`config.mk`:
```
export PLATFORM = sky130hd
export DESIGN_NAME = snapshot_frame_ctrl
export DESIGN_NICKNAME = d
export VERILOG_FILES = /design/src/rtl/sfc_pkg.sv /design/src/rtl/sfc_datapath.sv /design/src/rtl/sfc_control.sv /design/src/rtl/snapshot_frame_ctrl.sv
export SDC_FILE = /design/constraint.sdc
export NUM_CORES = 1
export LEC_CHECK = 0
export BUFFER_PORTS_ARGS = -buffer_cell sky130_fd_sc_hd__buf_2
export CAP_MARGIN = 20
export CORE_AREA = 5 5 166 120
export CTS_CLUSTER_DIAMETER = 80
export CTS_CLUSTER_SIZE = 12
export DETAILED_ROUTE_END_ITERATION = 10
export DIE_AREA = 0 0 171 125
export PLACE_DENSITY = 0.75
export SLEW_MARGIN = 20
export SYNTH_ARGS = -nofsm -noshare
export SYNTH_HDL_FRONTEND = slang
export SYNTH_SLANG_ARGS = --single-unit
```
`constraint.sdc`:
```
create_clock -name clk -period 3.18 [get_ports clk]
set_clock_uncertainty 0.15 [all_clocks]
set_input_delay 0.318 -clock clk [delete_from_list [all_inputs] [get_ports clk]]
set_output_delay 0.318 -clock clk [all_outputs]
set_load 0.03 [all_outputs]
```
`src/rtl/sfc_pkg.sv`:
```
package sfc_pkg;
  typedef struct packed {
    logic startFrame;
    logic checkChange;
  } sfcStrobes_t;
endpackage

```
`src/rtl/sfc_datapath.sv`:
```
module sfc_datapath
  import sfc_pkg::*;
#(
  parameter int DATA_W = 64,
  parameter int BASE_W = 4,
  localparam int LEN_W = BASE_W + 3
) (
  input  logic              clk,
  input  logic              rstN,
  input  logic [DATA_W-1:0] pinIn,
  input  logic              pinLatch,
  input  logic              altWrEn,
  input  logic [DATA_W-1:0] altWrData,
  input  logic              srcSel,
  input  logic [BASE_W-1:0] baseSize,
  input  logic              ext4,
  input  logic              ext5,
  input  logic              mode64En,
  input  sfcStrobes_t       strobes,
  output logic              dataDiffers,
  output logic [DATA_W-1:0] frameData,
  output logic [LEN_W-1:0]  frameLen
);
  logic [DATA_W-1:0] snapReg;
  logic [DATA_W-1:0] altReg;
  logic [DATA_W-1:0] prevReg;
  logic              prevValid;
  logic [DATA_W-1:0] selWord;
  logic [LEN_W-1:0]  lenNext;

  always_comb begin
    selWord = srcSel ? altReg : snapReg;
    lenNext = LEN_W'({(ext5 & mode64En), ext4, baseSize}) + LEN_W'(1);
    dataDiffers = strobes.checkChange ? (!prevValid || (selWord != prevReg)) : 1'b1;
  end

  always_ff @(posedge clk) begin
    if (!rstN) begin
      snapReg   <= '0;
      altReg    <= '0;
      prevReg   <= '0;
      prevValid <= 1'b0;
      frameData <= '0;
      frameLen  <= '0;
    end else begin
      if (pinLatch) snapReg <= pinIn;
      if (altWrEn)  altReg  <= altWrData;
      if (strobes.startFrame) begin
        prevReg   <= selWord;
        prevValid <= 1'b1;
        frameData <= selWord;
        frameLen  <= lenNext;
      end
    end
  end
endmodule

```
`src/rtl/sfc_control.sv`:
```
module sfc_control
  import sfc_pkg::*;
(
  input  logic        clk,
  input  logic        rstN,
  input  logic        trigger,
  input  logic        chgDetEn,
  input  logic        contCsEn,
  input  logic        tsbEn,
  input  logic        dataDiffers,
  output sfcStrobes_t strobes,
  output logic        frameStart,
  output logic        csHold,
  output logic        cfgErr
);
  always_comb begin
    strobes.checkChange = chgDetEn;
    strobes.startFrame  = trigger && dataDiffers;
  end

  always_ff @(posedge clk) begin
    if (!rstN) begin
      frameStart <= 1'b0;
      csHold     <= 1'b0;
      cfgErr     <= 1'b0;
    end else begin
      frameStart <= strobes.startFrame;
      csHold     <= contCsEn && !tsbEn;
      cfgErr     <= chgDetEn && contCsEn;
    end
  end
endmodule

```
`src/rtl/snapshot_frame_ctrl.sv`:
```
module snapshot_frame_ctrl
  import sfc_pkg::*;
#(
  parameter int DATA_W = 64,
  parameter int BASE_W = 4,
  localparam int LEN_W = BASE_W + 3
) (
  input  logic              clk,
  input  logic              rstN,
  input  logic              trigger,
  input  logic [DATA_W-1:0] pinIn,
  input  logic              pinLatch,
  input  logic              altWrEn,
  input  logic [DATA_W-1:0] altWrData,
  input  logic              srcSel,
  input  logic              chgDetEn,
  input  logic              contCsEn,
  input  logic              tsbEn,
  input  logic              mode64En,
  input  logic [BASE_W-1:0] baseSize,
  input  logic              ext4,
  input  logic              ext5,
  output logic              frameStart,
  output logic [DATA_W-1:0] frameData,
  output logic [LEN_W-1:0]  frameLen,
  output logic              csHold,
  output logic              cfgErr
);
  sfcStrobes_t strobes;
  logic        dataDiffers;

  sfc_datapath #(.DATA_W(DATA_W), .BASE_W(BASE_W)) u_datapath (
    .clk(clk), .rstN(rstN), .pinIn(pinIn), .pinLatch(pinLatch),
    .altWrEn(altWrEn), .altWrData(altWrData), .srcSel(srcSel),
    .baseSize(baseSize), .ext4(ext4), .ext5(ext5), .mode64En(mode64En),
    .strobes(strobes), .dataDiffers(dataDiffers),
    .frameData(frameData), .frameLen(frameLen)
  );

  sfc_control u_control (
    .clk(clk), .rstN(rstN), .trigger(trigger), .chgDetEn(chgDetEn),
    .contCsEn(contCsEn), .tsbEn(tsbEn), .dataDiffers(dataDiffers),
    .strobes(strobes), .frameStart(frameStart), .csHold(csHold),
    .cfgErr(cfgErr)
  );
endmodule

```
==> Yosys cells after proc, flatten, opt, wreduce, memory -nomap -nowiden <==
Cells that the tools add are included.
{ "op_classes": {"n_reduce_logical": 6, "mul": 0, "n_shift": 0, "order_cmp": 0, "n_div": 0, "addsub": 1, "eq_ne": 1, "muxes": 2, "n_bitwise": 1} }
{ "op_table": {"columns": ["operator", "n"], "rows": [
  ["64-bit two-way mux", 1],
  ["64-bit != test", 1],
  ["6-bit by 1-bit adder with 7-bit output, second input constant", 1],
  ["1-bit logical AND", 3],
  ["1-bit zero test", 2],
  ["1-bit AND", 1],
  ["1-bit logical OR", 1],
  ["1-bit two-way mux", 1]
]} }
{ "word_totals": {"romBits": 0, "latch_bits": 0, "memories": 0, "reg_bits": 203, "mem_bits_rw": 0, "word_cells": 19} }

==> Longest topological paths before layout <==
{ "logic_depth": {"ltp_word": 5, "ltp_mapped": 13, "mapped_depth_nobuf": 7} }

==> Hierarchy <==
Synthesis repeated with hierarchy kept, for this count alone.
{ "unflattened": {"hier_cells": 829, "hier_area_um2": 8841.0} }
{ "modules_own_cells": {"columns": ["mod", "cells_each", "n_inst", "area_each_um2"], "rows": [
  ["sfc_datapath", 821, 1, 8745.9],
  ["sfc_control", 8, 1, 95.1]
]} }

==> Worst setup path after synthesis <==
Ideal clock, no wire load.
{ "synth_path": {"path_type": "in2reg", "from": "input srcSel", "to": "register u_datapath.prevReg[22]", "setup_slack_ps": 358, "path_stages": 11, "required_ps": 2914, "setup_ps": 116, "arrival_time_ps": 2556, "path_cell_list": "buf_6 > buf_2 > mux2i_1 > o2bb2ai_1 > a211oi_1 > nand4_1 > nor4_2 > a21oi_1 > buf_2 > clkbuf_1 > o211a_1"} }
{ "synth_between": {"elab_chain_cells": 5} }
{ "synth_lines": {"columns": ["element", "line", "text"], "rows": [
  ["from (decl)", "snapshot_frame_ctrl.sv:15", "input logic srcSel,"],
  ["64-bit two-way mux (*)", "sfc_datapath.sv:32", "selWord = srcSel ? altReg : snapReg;"],
  ["64-bit != test", "sfc_datapath.sv:34", "dataDiffers = strobes.checkChange ? (!prevValid || (selWord != prevReg)) : 1'b1;"],
  ["1-bit logical OR", "sfc_datapath.sv:34", null],
  ["1-bit two-way mux", "sfc_datapath.sv:34", null],
  ["1-bit logical AND", "sfc_control.sv:18", "strobes.startFrame = trigger && dataDiffers;"],
  ["to (signal assigned)", "sfc_datapath.sv:49", "prevReg <= selWord;"],
  ["to (decl)", "sfc_datapath.sv:26", "logic [DATA_W-1:0] prevReg;"]
]} }
Every way passes the cells marked *; elsewhere a longest branch is shown, timed or not.
A chain may end at the register's enable or synchronous reset.

==> Worst setup path in the final report <==
{ "layout_path": {"from": "register u_datapath.altReg[18]", "to": "register u_datapath.prevReg[31]"} }
{ "layout_between": {"elab_chain_cells": 5} }
{ "layout_lines": {"columns": ["element", "line", "text"], "rows": [
  ["from (decl)", "sfc_datapath.sv:25", "logic [DATA_W-1:0] altReg;"],
  ["from (signal assigned)", "sfc_datapath.sv:47", "if (altWrEn) altReg <= altWrData;"],
  ["64-bit two-way mux", "sfc_datapath.sv:32", null],
  ["64-bit != test", "sfc_datapath.sv:34", null],
  ["1-bit logical OR", "sfc_datapath.sv:34", null],
  ["1-bit two-way mux", "sfc_datapath.sv:34", null],
  ["1-bit logical AND", "sfc_control.sv:18", null]
]} }
Every way passes these cells.

==> summary.md <==
| Metric | Value |
|---|---|
| CP max stage cell | or4_2 |
| Peak supply drop | 0.000341 V |
| Worst path required time | 3.47 ns |
| Clock Tree Buf Depth | 3 |
| Share of layout cells above drive strength 1 | 25.4% |
| Number of H-tree levels | 1 |
| CP max stage delay | 0.84 ns |
| Post-Synth Simple-Gate Area | 7.90% |
| Worst r2r src | u_datapath.altReg[18] |
| WL final | 29300 um |
| Post-synthesis compound-gate area fraction | 15.6% |
| Number of flops mapped to enable cells by yosys | 0 |
| Vias in the first global route | 8050 |
| Site Rows | 42 |
| Final Worst Setup Slack | 0.142 ns |
| Worst Path Max Fanout | 27 |
| Final GP Congestion | 0.907 |
| Reg clk slew, reported paths | 0.06 ns |
| WHS Path Cells | 3 |
| Largest cells by area after synthesis | dfxtp_1 45%, mux2i_1 21%, o211a_1 7.5% |
| Detailed Place HPWL | 19700 um |
| Crit path DAT | 3.32 ns |
| Die area | 0.0214 mm^2 |
| Syn Nets | 1003 |
| DRC Markers | 0 |
| Largest net degree at the start of global routing | 71 |
| Async SR Flop Fraction | 0% |
| Startpoint types | register |
| Top_reg_cell synth | dfxtp_1 |
| Final Hold Viols | 0 |
| Post-placement worst setup slack | -0.336 ns |
| RSZ-0062 raised after global routing | false |
| Global-route wire length before repair | 45400 um |
| Hold wc startpoint | baseSize[0] |
| Status | completed |
| Synth top area share | 45.4% |
| Total grt overflow | 0 |
| Die height | 125 um |
| Crit path cell chain | mux2i_2 -> xnor2_1 -> nor4_1 -> nand4_1 -> or4_2 -> buf_12 -> o211ai_1 -> o211a_1 |
| Fmax | 0.329 GHz |
| Leakage | 6.21 nW |
| Core box area | 0.0183 mm^2 |
| Syn avg cell area | 10.4 um^2 |
| Slew @ Worst Pin | 0.796 ns |
| Sink Count | 203 |
| Crit end category | register |
| Dominant cell type by area after synthesis | dfxtp_1 |
| Syn Inst Count | 858 |
| Hold WS | 0.0720 ns |
| Pwr dens | 486 mW/mm^2 |
| DR WL/cell | 20.2 um |
| Yosys reg bits | 203 |
| Number of I/O pins | 218 |
| R2R setup slack | 0.14 ns |
| Num CTS Buffers | 20 |
| Area Overhead vs Synth | 39.5% |
| Via Count | 8069 |
| Final setup fails | 0 |
| Max Cap Viol | 0 |
| Period minus WS final | 3.04 ns |
| Slew Limit Fails | 0 |
| Xor and xnor area share after synthesis | 5.48% |
| Seq/Total Area, Yosys | 45.4% |
| Post-synthesis adder-cell area fraction | 0.140% |
| Root Buffer Master | clkbuf_16 |
| Initial Utilization | 48.8% |
| DIE WIDTH | 171 um |
| Worst-skew pair later-pin latency | 0.49 ns |
| Initial antenna violation count | 1 |
| Port buffer count | 217 |
| Worst hold endpoint | u_datapath.frameLen[0] |
| Fillers | 1385 |
| CTS tree | built |
| Crit share post-route | 95.5% |
| Largest family of logic cells by synthesized area | multiplexers |
| ANT nets after route | 0 |
| GRT Overall Usage | 26.5% |
| Worst Hold Class | input port to register |
| Worst setup path class | register to register |
| Warnings from Yosys | 0 |
| Slew margin rel. | 47.0% |
| Worst R2R Path Depth | 8 |
| Synthesized cell area | 0.00894 mm^2 |
| Mux cell area share after synthesis | 21.5% |
| Starting DRT DRC Count | 553 |
| Netlist cell types | 33 |
| Worst R2R End | u_datapath.prevReg[31] |
| Post-layout nets | 1356 |
| Via density | 5.55 |
| Drt pass-1 iters | 5 |
[synth_stat cells, drive strengths merged, types with 2 or more instances]
cell and instances:
buf 21, and3 2, inv 5, nor2 139, nand3 4, dfxtp 203
a221oi 2, mux2i 192, a211oi 9, o211ai 70, nand4 6, o211a 67
xor2 3, o2bb2ai 3, clkbuf 53, nand2 4, xnor2 53, nor4 12
[final cells by class]
| cell class | count | area (um^2) | area share [%] |
|---|---|---|---|
| Sequential cell | 203 | 4060 | 32.6 |
| Tap cell | 242 | 303 | 2.43 |
| Clock buffer | 22 | 529 | 4.24 |
| Antenna cell | 1 | 2.50 | 0.0201 |
| Multi-Input combinational cell | 575 | 4540 | 36.4 |
| Inverter | 6 | 25.0 | 0.201 |
| Timing Repair Buffer | 405 | 3020 | 24.2 |
[metal layers]
layer	up-vias	part of all wire (%)	global-route usage, %
met3	40	9.2	6.37
met1	3910	43	37.0
met2	332	45	42.0
li1	3787	-	-
met5	-	0	0
met4	0	2.0	6.10
[how the worst max path moves through the flow]
stage	start	endpoint	slack, ns	depth (start not counted)
CTS	u_datapath.altReg[18]	u_datapath.prevReg[29]	0.06	8
detailed placement	srcSel	u_datapath.prevReg[50]	-0.34	10
finish	u_datapath.altReg[18]	u_datapath.prevReg[31]	0.14	8
global route	u_datapath.altReg[0]	u_datapath.prevReg[50]	0.007	8
floorplan	srcSel	u_datapath.prevReg[22]	0.36	11
global placement	srcSel	u_datapath.prevReg[25]	-0.26	10
[flip-flops by register name (all words and copies together) (netlist names)]
name / flops
u_control.csHold: 1
u_datapath.prevValid: 1
u_control.cfgErr: 1
u_datapath.prevReg: 64
u_datapath.frameLen: 7
u_control.frameStart: 1
u_datapath.snapReg: 64
u_datapath.altReg: 64
[what timing repair did]
item	CTS	global route
resized for setup	0	1
hold buffers	134	0
hold endpoints to repair	131	0
setup endpoints to repair	0	68
buffers inserted	0	0
[cell families after synthesis]
logic type / Yosys count
and+or+nand+nor: 170
adders and majority gates: 1
buffers and inverters: 80
xor gates and xnor gates: 56
AOI/OAI and AO/OA: 156
DFF: 203
muxes: 192
[per-stage QoR]
step           std cells  total power, mW  util [%]  instance area [um^2]  TNS (ns)
2_1_floorplan        858             3.48         -                  8940         0
3_3_place_gp        1297             3.86      57.8                 10600    -17.21
6_report            1454             6.06      68.0                 12500         0
5_1_grt             1454             6.31      68.0                 12500         0
3_5_place_dp        1297             3.88      57.8                 10600    -20.94
4_1_cts             1453             6.07      68.0                 12500         0
[worst max-delay path, delay by kind of cell, from the launching register on]
kind	cells	cell delay [ns]
compound gates	2	0.37
xor+xnor	1	0.17
buf+inv	1	0.23
flops	1	0.32
mux	1	0.28
simple gates	3	1.45
[cells in the final DEF (no fill, tap or decap)]
cell           synthesis  layout
buf_2                  5     214
dfxtp_1              203     203
mux2i_1              192     191
nor2_1               139     139
dlygate4sd3_1          0     134
o211a_1               67      67
o211ai_1              60      60
xnor2_1               53      53
buf_4                  1      43
clkbuf_16              0      21
buf_12                 0      14
nor4_1                11      11
o211ai_2              10      10
a211oi_1               9       9
nand4_1                6       6
inv_1                  5       5
nand2_1                4       4
nand3_1                4       4
o2bb2ai_1              3       3
xor2_1                 3       3
a221oi_1               2       2
and3_1                 2       2
diode_2                0       1
mux2i_2                0       1
nor3_1                 1       1
o22ai_1                1       1
nor4_2                 1       1
a21oi_4                0       1
or4_2                  0       1
or2_2                  1       1
inv_4                  0       1
o21ai_0                1       1
o32a_1                 1       1
o32ai_1                1       1
ha_1                   1       1
clkbuf_1              53       1
[report_power, final]
part | leakage (nW) | total [mW] | internal [mW] | switching [mW]
sequential | 1.68 | 2.82 | 2.70 | 0.114
clock | 0.260 | 2.08 | 1.16 | 0.917
combinational | 4.28 | 1.16 | 0.551 | 0.613
Note: power is estimated with default switching activity, not from simulation.
